`src/rtl/cap_pte_pkg.sv`:
```
package cap_pte_pkg;
    localparam int KIND_W = 2;
    localparam int FMT_W  = 2;

    typedef enum logic [KIND_W-1:0] {
        ACC_CLD   = 2'd0,
        ACC_CST   = 2'd1,
        ACC_CAMO  = 2'd2,
        ACC_PLAIN = 2'd3
    } acc_kind_t;

    typedef enum logic [FMT_W-1:0] {
        FMT_32 = 2'd0,
        FMT_39 = 2'd1,
        FMT_48 = 2'd2,
        FMT_57 = 2'd3
    } pte_fmt_t;

    typedef enum logic [1:0] {
        VERD_PASS   = 2'd0,
        VERD_LDFLT  = 2'd1,
        VERD_STFLT  = 2'd2,
        VERD_UPDATE = 2'd3
    } verdict_t;

    typedef enum logic [1:0] {
        ST_IDLE      = 2'd0,
        ST_UPD_OFFER = 2'd1,
        ST_UPD_WAIT  = 2'd2
    } chk_state_t;

    typedef struct packed {
        verdict_t verd;
        logic     tag;
        logic     new_crg;
    } decision_t;
endpackage

```
`src/rtl/cap_pte_rules.sv`:
```
module cap_pte_rules
    import cap_pte_pkg::*;
(
    input  acc_kind_t kind,
    input  pte_fmt_t  fmt,
    input  logic      leaf,
    input  logic      cw,
    input  logic      crg,
    input  logic      auth_rd,
    input  logic      auth_cap,
    input  logic      lvl_clr,
    input  logic      st_tag,
    input  logic      ld_tag,
    input  logic      gen_cur,
    input  logic      cfg_hw_upd,
    input  logic      cfg_gen_tag,
    output decision_t dec
);
    logic is_ld, is_st, ext_fmt, cap_pg, rsv_hit;
    logic st_tag_eff, wr_blk, wr_upd, gen_hit;
    logic tag_perm, tag_now;

    always_comb begin
        is_ld      = (kind == ACC_CLD) || (kind == ACC_CAMO);
        is_st      = (kind == ACC_CST) || (kind == ACC_CAMO);
        ext_fmt    = (fmt != FMT_32);
        cap_pg     = ext_fmt && leaf;
        rsv_hit    = ext_fmt && !leaf && (cw || crg);
        st_tag_eff = st_tag && auth_cap && !lvl_clr;
        wr_blk     = cap_pg && is_st && st_tag_eff && !cw;
        wr_upd     = wr_blk && crg && cfg_hw_upd;
        gen_hit    = cap_pg && is_ld && cw && auth_cap && (crg != gen_cur)
                     && (!cfg_gen_tag || ld_tag);
        tag_perm   = is_ld && ld_tag && auth_rd && auth_cap;
        tag_now    = tag_perm && (!cap_pg || cw);
    end

    always_comb begin
        dec.new_crg = gen_cur;
        dec.tag     = 1'b0;
        if (rsv_hit) begin
            dec.verd = is_st ? VERD_STFLT : VERD_LDFLT;
        end else if (wr_upd) begin
            dec.verd = VERD_UPDATE;
            dec.tag  = tag_perm;
        end else if (wr_blk) begin
            dec.verd = VERD_STFLT;
        end else if (gen_hit) begin
            dec.verd = VERD_LDFLT;
        end else begin
            dec.verd = VERD_PASS;
            dec.tag  = tag_now;
        end
    end
endmodule

```
`src/rtl/cap_pte_fsm.sv`:
```
module cap_pte_fsm
    import cap_pte_pkg::*;
(
    input  logic      clk,
    input  logic      rst_n,
    input  logic      req_valid,
    input  decision_t dec,
    input  logic      upd_ready,
    input  logic      upd_done,
    input  logic      upd_ok,
    output logic      req_ready,
    output logic      upd_valid,
    output logic      upd_cw,
    output logic      upd_crg,
    output logic      fin_pulse,
    output verdict_t  fin_verd,
    output logic      fin_tag
);
    chk_state_t state_q, state_d;
    logic held_crg, held_tag;
    logic accept;

    assign accept = req_valid && (state_q == ST_IDLE);

    always_ff @(posedge clk or negedge rst_n) begin
        if (!rst_n) state_q <= ST_IDLE;
        else        state_q <= state_d;
    end

    always_ff @(posedge clk or negedge rst_n) begin
        if (!rst_n) begin
            held_crg <= 1'b0;
            held_tag <= 1'b0;
        end else if (accept && dec.verd == VERD_UPDATE) begin
            held_crg <= dec.new_crg;
            held_tag <= dec.tag;
        end
    end

    always_comb begin
        state_d = state_q;
        unique case (state_q)
            ST_IDLE:      if (accept && dec.verd == VERD_UPDATE) state_d = ST_UPD_OFFER;
            ST_UPD_OFFER: if (upd_ready) state_d = ST_UPD_WAIT;
            ST_UPD_WAIT:  if (upd_done)  state_d = ST_IDLE;
            default:      state_d = ST_IDLE;
        endcase
    end

    always_comb begin
        req_ready = 1'b0;
        upd_valid = 1'b0;
        fin_pulse = 1'b0;
        fin_verd  = VERD_PASS;
        fin_tag   = 1'b0;
        unique case (state_q)
            ST_IDLE: begin
                req_ready = 1'b1;
                if (accept && dec.verd != VERD_UPDATE) begin
                    fin_pulse = 1'b1;
                    fin_verd  = dec.verd;
                    fin_tag   = dec.tag;
                end
            end
            ST_UPD_OFFER: upd_valid = 1'b1;
            ST_UPD_WAIT: begin
                if (upd_done) begin
                    fin_pulse = 1'b1;
                    fin_verd  = upd_ok ? VERD_PASS : VERD_STFLT;
                    fin_tag   = upd_ok && held_tag;
                end
            end
            default: ;
        endcase
    end

    assign upd_cw  = upd_valid;
    assign upd_crg = held_crg;
endmodule

```
`src/rtl/cap_pte_resp.sv`:
```
module cap_pte_resp
    import cap_pte_pkg::*;
(
    input  logic     clk,
    input  logic     rst_n,
    input  logic     fin_pulse,
    input  verdict_t fin_verd,
    input  logic     fin_tag,
    output logic     rsp_valid,
    output logic     rsp_ld_fault,
    output logic     rsp_st_fault,
    output logic     rsp_tag
);
    always_ff @(posedge clk or negedge rst_n) begin
        if (!rst_n) begin
            rsp_valid    <= 1'b0;
            rsp_ld_fault <= 1'b0;
            rsp_st_fault <= 1'b0;
            rsp_tag      <= 1'b0;
        end else begin
            rsp_valid    <= fin_pulse;
            rsp_ld_fault <= fin_pulse && (fin_verd == VERD_LDFLT);
            rsp_st_fault <= fin_pulse && (fin_verd == VERD_STFLT);
            rsp_tag      <= fin_pulse && fin_tag;
        end
    end
endmodule

```
`src/rtl/cap_pte_check.sv`:
```
module cap_pte_check
    import cap_pte_pkg::*;
(
    input  logic             clk,
    input  logic             rst_n,
    input  logic             req_valid,
    output logic             req_ready,
    input  logic [KIND_W-1:0] req_kind,
    input  logic             req_leaf,
    input  logic [FMT_W-1:0] req_mode,
    input  logic             pte_cw,
    input  logic             pte_crg,
    input  logic             auth_rd,
    input  logic             auth_cap,
    input  logic             lvl_clr,
    input  logic             st_tag,
    input  logic             ld_tag,
    input  logic             gen_cur,
    input  logic             cfg_hw_upd,
    input  logic             cfg_gen_tag,
    output logic             upd_valid,
    input  logic             upd_ready,
    output logic             upd_cw,
    output logic             upd_crg,
    input  logic             upd_done,
    input  logic             upd_ok,
    output logic             rsp_valid,
    output logic             rsp_ld_fault,
    output logic             rsp_st_fault,
    output logic             rsp_tag
);
    decision_t dec;
    logic      fin_pulse, fin_tag;
    verdict_t  fin_verd;

    cap_pte_rules u_rules (
        .kind        (acc_kind_t'(req_kind)),
        .fmt         (pte_fmt_t'(req_mode)),
        .leaf        (req_leaf),
        .cw          (pte_cw),
        .crg         (pte_crg),
        .auth_rd     (auth_rd),
        .auth_cap    (auth_cap),
        .lvl_clr     (lvl_clr),
        .st_tag      (st_tag),
        .ld_tag      (ld_tag),
        .gen_cur     (gen_cur),
        .cfg_hw_upd  (cfg_hw_upd),
        .cfg_gen_tag (cfg_gen_tag),
        .dec         (dec)
    );

    cap_pte_fsm u_fsm (
        .clk       (clk),
        .rst_n     (rst_n),
        .req_valid (req_valid),
        .dec       (dec),
        .upd_ready (upd_ready),
        .upd_done  (upd_done),
        .upd_ok    (upd_ok),
        .req_ready (req_ready),
        .upd_valid (upd_valid),
        .upd_cw    (upd_cw),
        .upd_crg   (upd_crg),
        .fin_pulse (fin_pulse),
        .fin_verd  (fin_verd),
        .fin_tag   (fin_tag)
    );

    cap_pte_resp u_resp (
        .clk          (clk),
        .rst_n        (rst_n),
        .fin_pulse    (fin_pulse),
        .fin_verd     (fin_verd),
        .fin_tag      (fin_tag),
        .rsp_valid    (rsp_valid),
        .rsp_ld_fault (rsp_ld_fault),
        .rsp_st_fault (rsp_st_fault),
        .rsp_tag      (rsp_tag)
    );
endmodule

```
`config.mk`:
```
export PLATFORM = sky130hd
export DESIGN_NAME = cap_pte_check
export DESIGN_NICKNAME = d
export VERILOG_FILES = /design/src/rtl/cap_pte_pkg.sv /design/src/rtl/cap_pte_rules.sv /design/src/rtl/cap_pte_fsm.sv /design/src/rtl/cap_pte_resp.sv /design/src/rtl/cap_pte_check.sv
export SDC_FILE = /design/constraint.sdc
export NUM_CORES = 1
export LEC_CHECK = 0
export BUFFER_PORTS_ARGS = -buffer_cell sky130_fd_sc_hd__buf_4
export CORE_AREA = 2 2 39 41
export CTS_CLUSTER_SIZE = 16
export DETAILED_ROUTE_END_ITERATION = 8
export DIE_AREA = 0 0 41 43
export PLACE_DENSITY = 0.8
export SLEW_MARGIN = 30
export SYNTH_ARGS = -nofsm -noshare
export SYNTH_HDL_FRONTEND = slang
export SYNTH_SLANG_ARGS = --single-unit
```
`constraint.sdc`:
```
create_clock -name clk -period 1.58 [get_ports clk]
set_clock_uncertainty 0.2 [all_clocks]
set_input_delay 0.237 -clock clk [delete_from_list [all_inputs] [get_ports clk]]
set_output_delay 0.237 -clock clk [all_outputs]
set_load 0.005 [all_outputs]
```
**After elaboration in Yosys (flattened, before gate mapping)**

Index checks and enable logic that the tools add are counted.

- Shifts and indexed selects: 0
- Multiplexer cells: 24
- Multipliers: 0
- Add/subtract/negate cells: 0
- Equal/unequal tests: 12
- Bitwise operators: 0
- Div/mod/pow operators: 0
- Magnitude comparators: 0
- Reduce and logical (&&, ||, !) cells: 40

Operator list:

| kind | number |
|---|---|
| 1-bit logical AND | 26 |
| 2-bit two-way mux | 9 |
| 1-bit two-way mux | 10 |
| 2-bit equality test (second input constant) | 4 |
| 2-bit != test (second input constant) | 4 |
| 2-bit by 1-bit equality test with 1-bit output (second input constant) | 3 |
| 2-bit case mux with 3 select lines | 1 |
| 1-bit logical NOT | 5 |
| 1-bit logical OR | 5 |
| 2-bit logical NOT | 2 |
| 1-bit case mux with 2 select lines | 2 |
| 2-bit case mux with 2 select lines | 1 |
| 3-bit two-way mux | 1 |
| 3-bit AND reduction | 1 |
| 2-bit nonzero test | 1 |
| 1-bit != test | 1 |

- Memory bits (read-only): 0
- Latch bits: 0
- Memories kept: 0
- Word-level logic and storage cells: 83
- Output and inout port bits: 8
- Flip-flop bits (word level): 8
- Bits in writable memories: 0
- Bits of input ports: 21

**Logic depth before layout (Yosys ltp)**

- Word-level depth: 17
- Gate-level depth with buffers: 6
- Mapped depth without buffers: 6

**Cells and area by module**

From an unflattened synthesis, not the netlist that was laid out.

- Cell total of the unflattened synthesis: 52
- Area, all modules: 514.2 sq um

Modules (own cells, without submodules):

| module | area an instance (sq um) | times used | seq. area each (sq um) | cells each |
|---|---|---|---|---|
| cap_pte_fsm | 231.5 | 1 | 100.1 | 23 |
| cap_pte_rules | 158.9 | 1 | 0.0 | 22 |
| cap_pte_resp | 123.9 | 1 | 100.1 | 7 |

**Worst setup path before layout**

OpenSTA, ideal clock, no wires.

- Path type: input to register
- From: input req_kind[0]
- To: register u_fsm.held_crg (netlist: u_fsm.upd_crg)
- Cell stages on the path: 6
- Data required time: 1.255 ns
- Setup slack: -0.074 ns
- Data arrival time: 1.329 ns
- Cells stage by stage: inv_1 ha_1 nand4b_2 nor3_4 nand4_2 mux2_4

- Word-level cells in the longest chain between the ends: 13
- Elaborated cells on any way between the ends: 22
- Classes of those cells: eq/ne: 3; mux: 5; reduce/logical: 14

RTL lines:

| what | line | source |
|---|---|---|
| start, declared | cap_pte_check.sv:8 | `input logic [KIND_W-1:0] req_kind,` |
| 2-bit equality test or 2-bit logical NOT (tied branches) | cap_pte_rules.sv:24, cap_pte_rules.sv:25 |  |
| 1-bit logical OR | cap_pte_rules.sv:24 | `is_ld = (kind == ACC_CLD) \|\| (kind == ACC_CAMO);` |
| 1-bit logical AND (4 in series) | cap_pte_rules.sv:32 | `gen_hit = cap_pg && is_ld && cw && auth_cap && (crg != gen_cur)` |
| 1-bit logical AND | cap_pte_rules.sv:33 | `&& (!cfg_gen_tag \|\| ld_tag);` |
| 1-bit two-way mux | cap_pte_rules.sv:48 | `end else if (gen_hit) begin` |
| 2-bit two-way mux | cap_pte_rules.sv:46 | `end else if (wr_blk) begin` |
| 3-bit two-way mux | cap_pte_rules.sv:43 | `end else if (wr_upd) begin` |
| 2-bit two-way mux (*) | cap_pte_rules.sv:41 | `if (rsv_hit) begin` |
| 2-bit equality test (*) | cap_pte_fsm.sv:34 | `end else if (accept && dec.verd == VERD_UPDATE) begin` |
| 1-bit logical AND (*) | cap_pte_fsm.sv:34 |  |
| end signal, assigned | cap_pte_fsm.sv:35 | `held_crg <= dec.new_crg;` |
| end, declared | cap_pte_fsm.sv:20 | `logic held_crg, held_tag;` |

Every way passes the cells marked *; elsewhere a longest branch is shown, timed or not.
A chain may end at the register's enable or synchronous reset.

**Worst setup path in the final report**

Same ends and word-level chain as after synthesis.

==> flow_summary.html <==
<table>
<tr><th>Metric</th><th>Value</th></tr>
<tr><th colspan="2">Route</th></tr>
<tr><td>1st-pass router iterations</td><td>4</td></tr>
<tr><td>Vias per Instance</td><td>5.15</td></tr>
<tr><td>Total wire length</td><td>approximately 1200 um</td></tr>
<tr><td>Via Count</td><td>520</td></tr>
<tr><td>Post-route DRC violation count</td><td>0</td></tr>
<tr><td>DRC marker count from the first detailed-route iteration</td><td>3</td></tr>
<tr><td>Number of nets with antenna violations after routing</td><td>0</td></tr>
<tr><td>Routed length per placed instance</td><td>between 10 and 15 um</td></tr>
<tr><th colspan="2">Setup path</th></tr>
<tr><td>Worst Path Required</td><td>1520 ps</td></tr>
<tr><td>Worst reg2reg startpoint</td><td>u_fsm.state_q[1]</td></tr>
<tr><td>CP max stage cell</td><td>sky130_fd_sc_hd__mux2_4</td></tr>
<tr><td>Kind of critical path</td><td>in -&gt; reg</td></tr>
<tr><td>Type of element launching the critical path</td><td>primary input</td></tr>
<tr><td>Reg-to-reg endpoint</td><td>u_fsm.upd_crg</td></tr>
<tr><td>Crit path capture</td><td>u_fsm.upd_crg</td></tr>
<tr><td>Delay-heaviest family, CP</td><td>simple AND/OR/NAND/NOR gates</td></tr>
<tr><td>Beginning of the critical path</td><td>req_kind[0]</td></tr>
<tr><td>Number of buffer and inverter instances along the worst setup path</td><td>2</td></tr>
<tr><td>Critical path, cell by cell</td><td>buf_4, inv_12, ha_4, nand4b_4, nor3_4, nand4_2, mux2_4</td></tr>
<tr><td>Worst path arrival time</td><td>1460 ps</td></tr>
<tr><td>Capturing element type of the critical path</td><td>flip-flop</td></tr>
<tr><td>Crit path max fanout</td><td>3</td></tr>
<tr><td>Number of gates on the worst path with buffers counted</td><td>7</td></tr>
<tr><td>Critical path's largest stage delay</td><td>330 ps</td></tr>
<tr><td>Reg2Reg Depth</td><td>4</td></tr>
<tr><td>Flop-to-flop setup slack</td><td>80 ps</td></tr>
<tr><th colspan="2">Power and ir drop</th></tr>
<tr><td>Power per standard cell area</td><td>approximately 600 nW/um2</td></tr>
<tr><td>VDD IR max</td><td>0.000250 V</td></tr>
<tr><td>Leakage</td><td>0.432 nW</td></tr>
<tr><th colspan="2">Global routing</th></tr>
<tr><td>Pin count of the biggest net entering global routing</td><td>9</td></tr>
<tr><td>Global routing met2 resource utilization</td><td>0.306</td></tr>
<tr><td>Grt peak-use layer</td><td>met2</td></tr>
<tr><td>Final global-route overflow total</td><td>0</td></tr>
<tr><td>Vias in the first global route</td><td>551</td></tr>
<tr><td>Global-route wire length before repair</td><td>2140 um</td></tr>
<tr><td>Initial antenna violation count</td><td>0</td></tr>
<tr><td>GRT Util Overall</td><td>0.174</td></tr>
<tr><td>Met1 layer usage reported by global route</td><td>0.195</td></tr>
<tr><td>Met3 Track Usage GR</td><td>0.0157</td></tr>
<tr><th colspan="2">Yosys</th></tr>
<tr><td>Library cell occupying the most area in the post-synthesis netlist</td><td>sky130_fd_sc_hd__dfrtp_1</td></tr>
<tr><td>Number of cells produced by synthesis</td><td>50</td></tr>
<tr><td>Net count after synthesis</td><td>73</td></tr>
<tr><td>Sequential-to-total area share from yosys stat</td><td>0.405</td></tr>
<tr><td>Cell with the most instances after synthesis</td><td>sky130_fd_sc_hd__dfrtp_1</td></tr>
<tr><td>Ys async rst share</td><td>1.00</td></tr>
<tr><td>Top cells by instance count after synthesis</td><td>8 x sky130_fd_sc_hd__dfrtp_1, 6 x sky130_fd_sc_hd__inv_1, 3 x sky130_fd_sc_hd__nand2_1, 3 x sky130_fd_sc_hd__nand3_1</td></tr>
<tr><td>Number of distinct library cells after synthesis</td><td>28</td></tr>
<tr><td>Synth Register Bits</td><td>8</td></tr>
<tr><td>Synthesis warning total</td><td>0</td></tr>
<tr><td>Cell area after synthesis</td><td>494 um2</td></tr>
<tr><td>Main flop type after synthesis</td><td>sky130_fd_sc_hd__dfrtp_1</td></tr>
<tr><td>Share of the synthesized area in the top cell type</td><td>0.405</td></tr>
<tr><td>Mean area per synthesized cell</td><td>about 9.9 um2</td></tr>
<tr><td>Number of enable flip-flop cells after synthesis</td><td>0</td></tr>
<tr><td>Biggest area contributors in the synthesized netlist</td><td>sky130_fd_sc_hd__dfrtp_1 41%, sky130_fd_sc_hd__ha_1 5.1%, sky130_fd_sc_hd__inv_1 4.6%, sky130_fd_sc_hd__a22o_1 3.5%, sky130_fd_sc_hd__nor3_4 3.3%</td></tr>
<tr><th colspan="2">Floorplanning</th></tr>
<tr><td>Number of top-level pins</td><td>29</td></tr>
<tr><td>Die height</td><td>roughly 43 um</td></tr>
<tr><td>Placement row count</td><td>14</td></tr>
<tr><td>Horizontal die dimension</td><td>41 um</td></tr>
<tr><td>Total core area</td><td>around 1400 um2</td></tr>
<tr><td>Initial Utilization</td><td>0.357</td></tr>
<tr><td>Area of the die</td><td>1760 um2</td></tr>
<tr><th colspan="2">Finish</th></tr>
<tr><td>Fraction of final layout cells with drive strength greater than 1</td><td>0.518</td></tr>
<tr><td>Final #Nets</td><td>110</td></tr>
<tr><td>Fillers</td><td>139</td></tr>
<tr><td>Area overhead of the layout relative to synthesis</td><td>66.1%</td></tr>
<tr><td>Final cell utilization of the core</td><td>0.593</td></tr>
<tr><td>Multi-input gate area in the final layout</td><td>285 um2</td></tr>
<tr><td>Sequential Area</td><td>200 um2</td></tr>
<tr><td>Diodes inserted</td><td>0</td></tr>
<tr><th colspan="2">STA</th></tr>
<tr><td>Final worst path period share</td><td>0.964</td></tr>
<tr><td>Fmax</td><td>656 MHz</td></tr>
<tr><td>Worst slew pin tran</td><td>356 ps</td></tr>
<tr><td>Setup repair after global routing missed its margin</td><td>yes</td></tr>
<tr><td>Final setup margin</td><td>56.2 ps</td></tr>
<tr><td>Worst max-slew margin expressed relative to the limit</td><td>0.761</td></tr>
<tr><td>Max-slew violations</td><td>0</td></tr>
<tr><td>Setup-violating endpoint count in the final report</td><td>0</td></tr>
<tr><td>Final critical delay including setup and external delays</td><td>1520 ps</td></tr>
<tr><td>Final hold vios</td><td>0</td></tr>
<tr><th colspan="2">Clock network</th></tr>
<tr><td>CTS root buffer</td><td>sky130_fd_sc_hd__clkbuf_4</td></tr>
<tr><td>Total setup buffers inserted after CTS</td><td>0</td></tr>
<tr><td>PostCTS Resize Cnt</td><td>0</td></tr>
<tr><td>Htree depth</td><td>1</td></tr>
<tr><td>Num Clock Sinks</td><td>8</td></tr>
<tr><td>Source-to-sink clock delay at the later pin of the worst-skew pair</td><td>between 200 and 300 ps</td></tr>
<tr><td>Number of buffers created by CTS</td><td>3</td></tr>
<tr><td>CTS tree</td><td>yes</td></tr>
<tr><td>Max Buffers Root-to-Sink</td><td>2</td></tr>
<tr><td>Clock-pin slew of the registers on the worst-case setup and hold paths</td><td>about 50 ps</td></tr>
<tr><th colspan="2">Place</th></tr>
<tr><td>Final HPWL from detailed placement</td><td>1040 um</td></tr>
<tr><td>Number of buffer cells added on primary ports</td><td>28</td></tr>
<tr><td>Pre-CTS WS</td><td>-218 ps</td></tr>
<tr><td>Routability congestion estimate from global placement</td><td>roughly 0.8</td></tr>
<tr><th colspan="2">Worst hold path</th></tr>
<tr><td>Number of cells on the worst hold path</td><td>2</td></tr>
<tr><td>Type of the worst min-delay path</td><td>in -&gt; reg</td></tr>
<tr><th colspan="2">Flow run</th></tr>
<tr><td>Max-cap viol count</td><td>0</td></tr>
<tr><th colspan="2">Status</th></tr>
<tr><td>Run status</td><td>finished clean</td></tr>
</table>
[cell type report]
class / count / share of cell area
well taps: 16 / 0.0244
repair buffers: 33 / 0.308
inverters: 6 / 0.0488
multi-input cells: 35 / 0.348
clock buffers: 3 / 0.0274
flip-flops and latches: 8 / 0.244
[state kept, by name, indices dropped and copies added, names as in the netlist]
register             cells
u_resp.rsp_st_fault      1
u_resp.rsp_valid         1
u_fsm.state_q            2
u_fsm.held_tag           1
u_resp.rsp_ld_fault      1
u_fsm.upd_crg            1
u_resp.rsp_tag           1
[worst register-to-register path, stage by stage, from the launching register on]
cell and delay (ps):
sky130_fd_sc_hd__dfrtp_1 390, sky130_fd_sc_hd__nor2_1 140, sky130_fd_sc_hd__and2_2 180, sky130_fd_sc_hd__nand4_2 160
sky130_fd_sc_hd__mux2_4 330
[layout by cell type (no fill, tap or decap), drive strengths merged, types with 3 or more instances in the layout]
cell,synthesis,routed
buf,1,31
clkbuf,0,3
dfrtp,8,8
inv,6,6
nand2,3,3
nand3,3,3
nor2,3,3
o21ai,5,5
[repair_timing]
item | in CTS | in global routing
setup endpoints to repair | 0 | 2
endpoints found under the hold margin | 9 | 0
hold buffers | 2 | 0
[report_power, final]
part	internal (mW)	switching (mW)
Sequential	0.212	0.00299
Clock	0.0868	0.0677
Combinational	0.0699	0.0514
[per-stage QoR]
step                      hold slack (ps)  power [mW]  TNS [ps]  cell area [um2]  cells
after floorplan                      -259       0.260     -34.7              533     50
after global placement               -146       0.334      -466              778     96
after detailed placement             -139       0.337      -552              778     96
after CTS                            2.16       0.500         0              821    101
after global routing                 9.90       0.525     -25.3              821    101
final                                7.88       0.491         0              821    101
[how the worst min path moves through the flow]
stage / from / endpoint / slack, ps
after floorplan: rst_n / u_fsm.held_tag / -260
after global routing: upd_ok / u_resp.rsp_st_fault / 10
after global placement: rst_n / u_resp.rsp_tag / -150
after CTS: upd_ok / u_resp.rsp_st_fault / 2
final: upd_ok / u_resp.rsp_st_fault / 8
after detailed placement: rst_n / u_resp.rsp_st_fault / -140
[logic make-up after synthesis]
family | Yosys count | share of synthesized area
AND/OR/NAND/NOR | 20 | 0.271
AO/OA/AOI/OAI | 10 | 0.144
flip-flops | 8 | 0.405
buffers and inverters | 7 | 0.0608
multiplexers | 2 | 0.0506
adder cells (fa/ha/maj) | 2 | 0.0506
XOR/XNOR | 1 | 0.0177
[per-layer routing]
metal,wire (um),vias to the layer above,share of wire
met5,0,-,0
met4,13,0,0.011
met3,63,2,0.052
met2,659,18,0.54
met1,476,250,0.39
li1,-,250,-
Note: power is estimated with default switching activity, not from simulation.
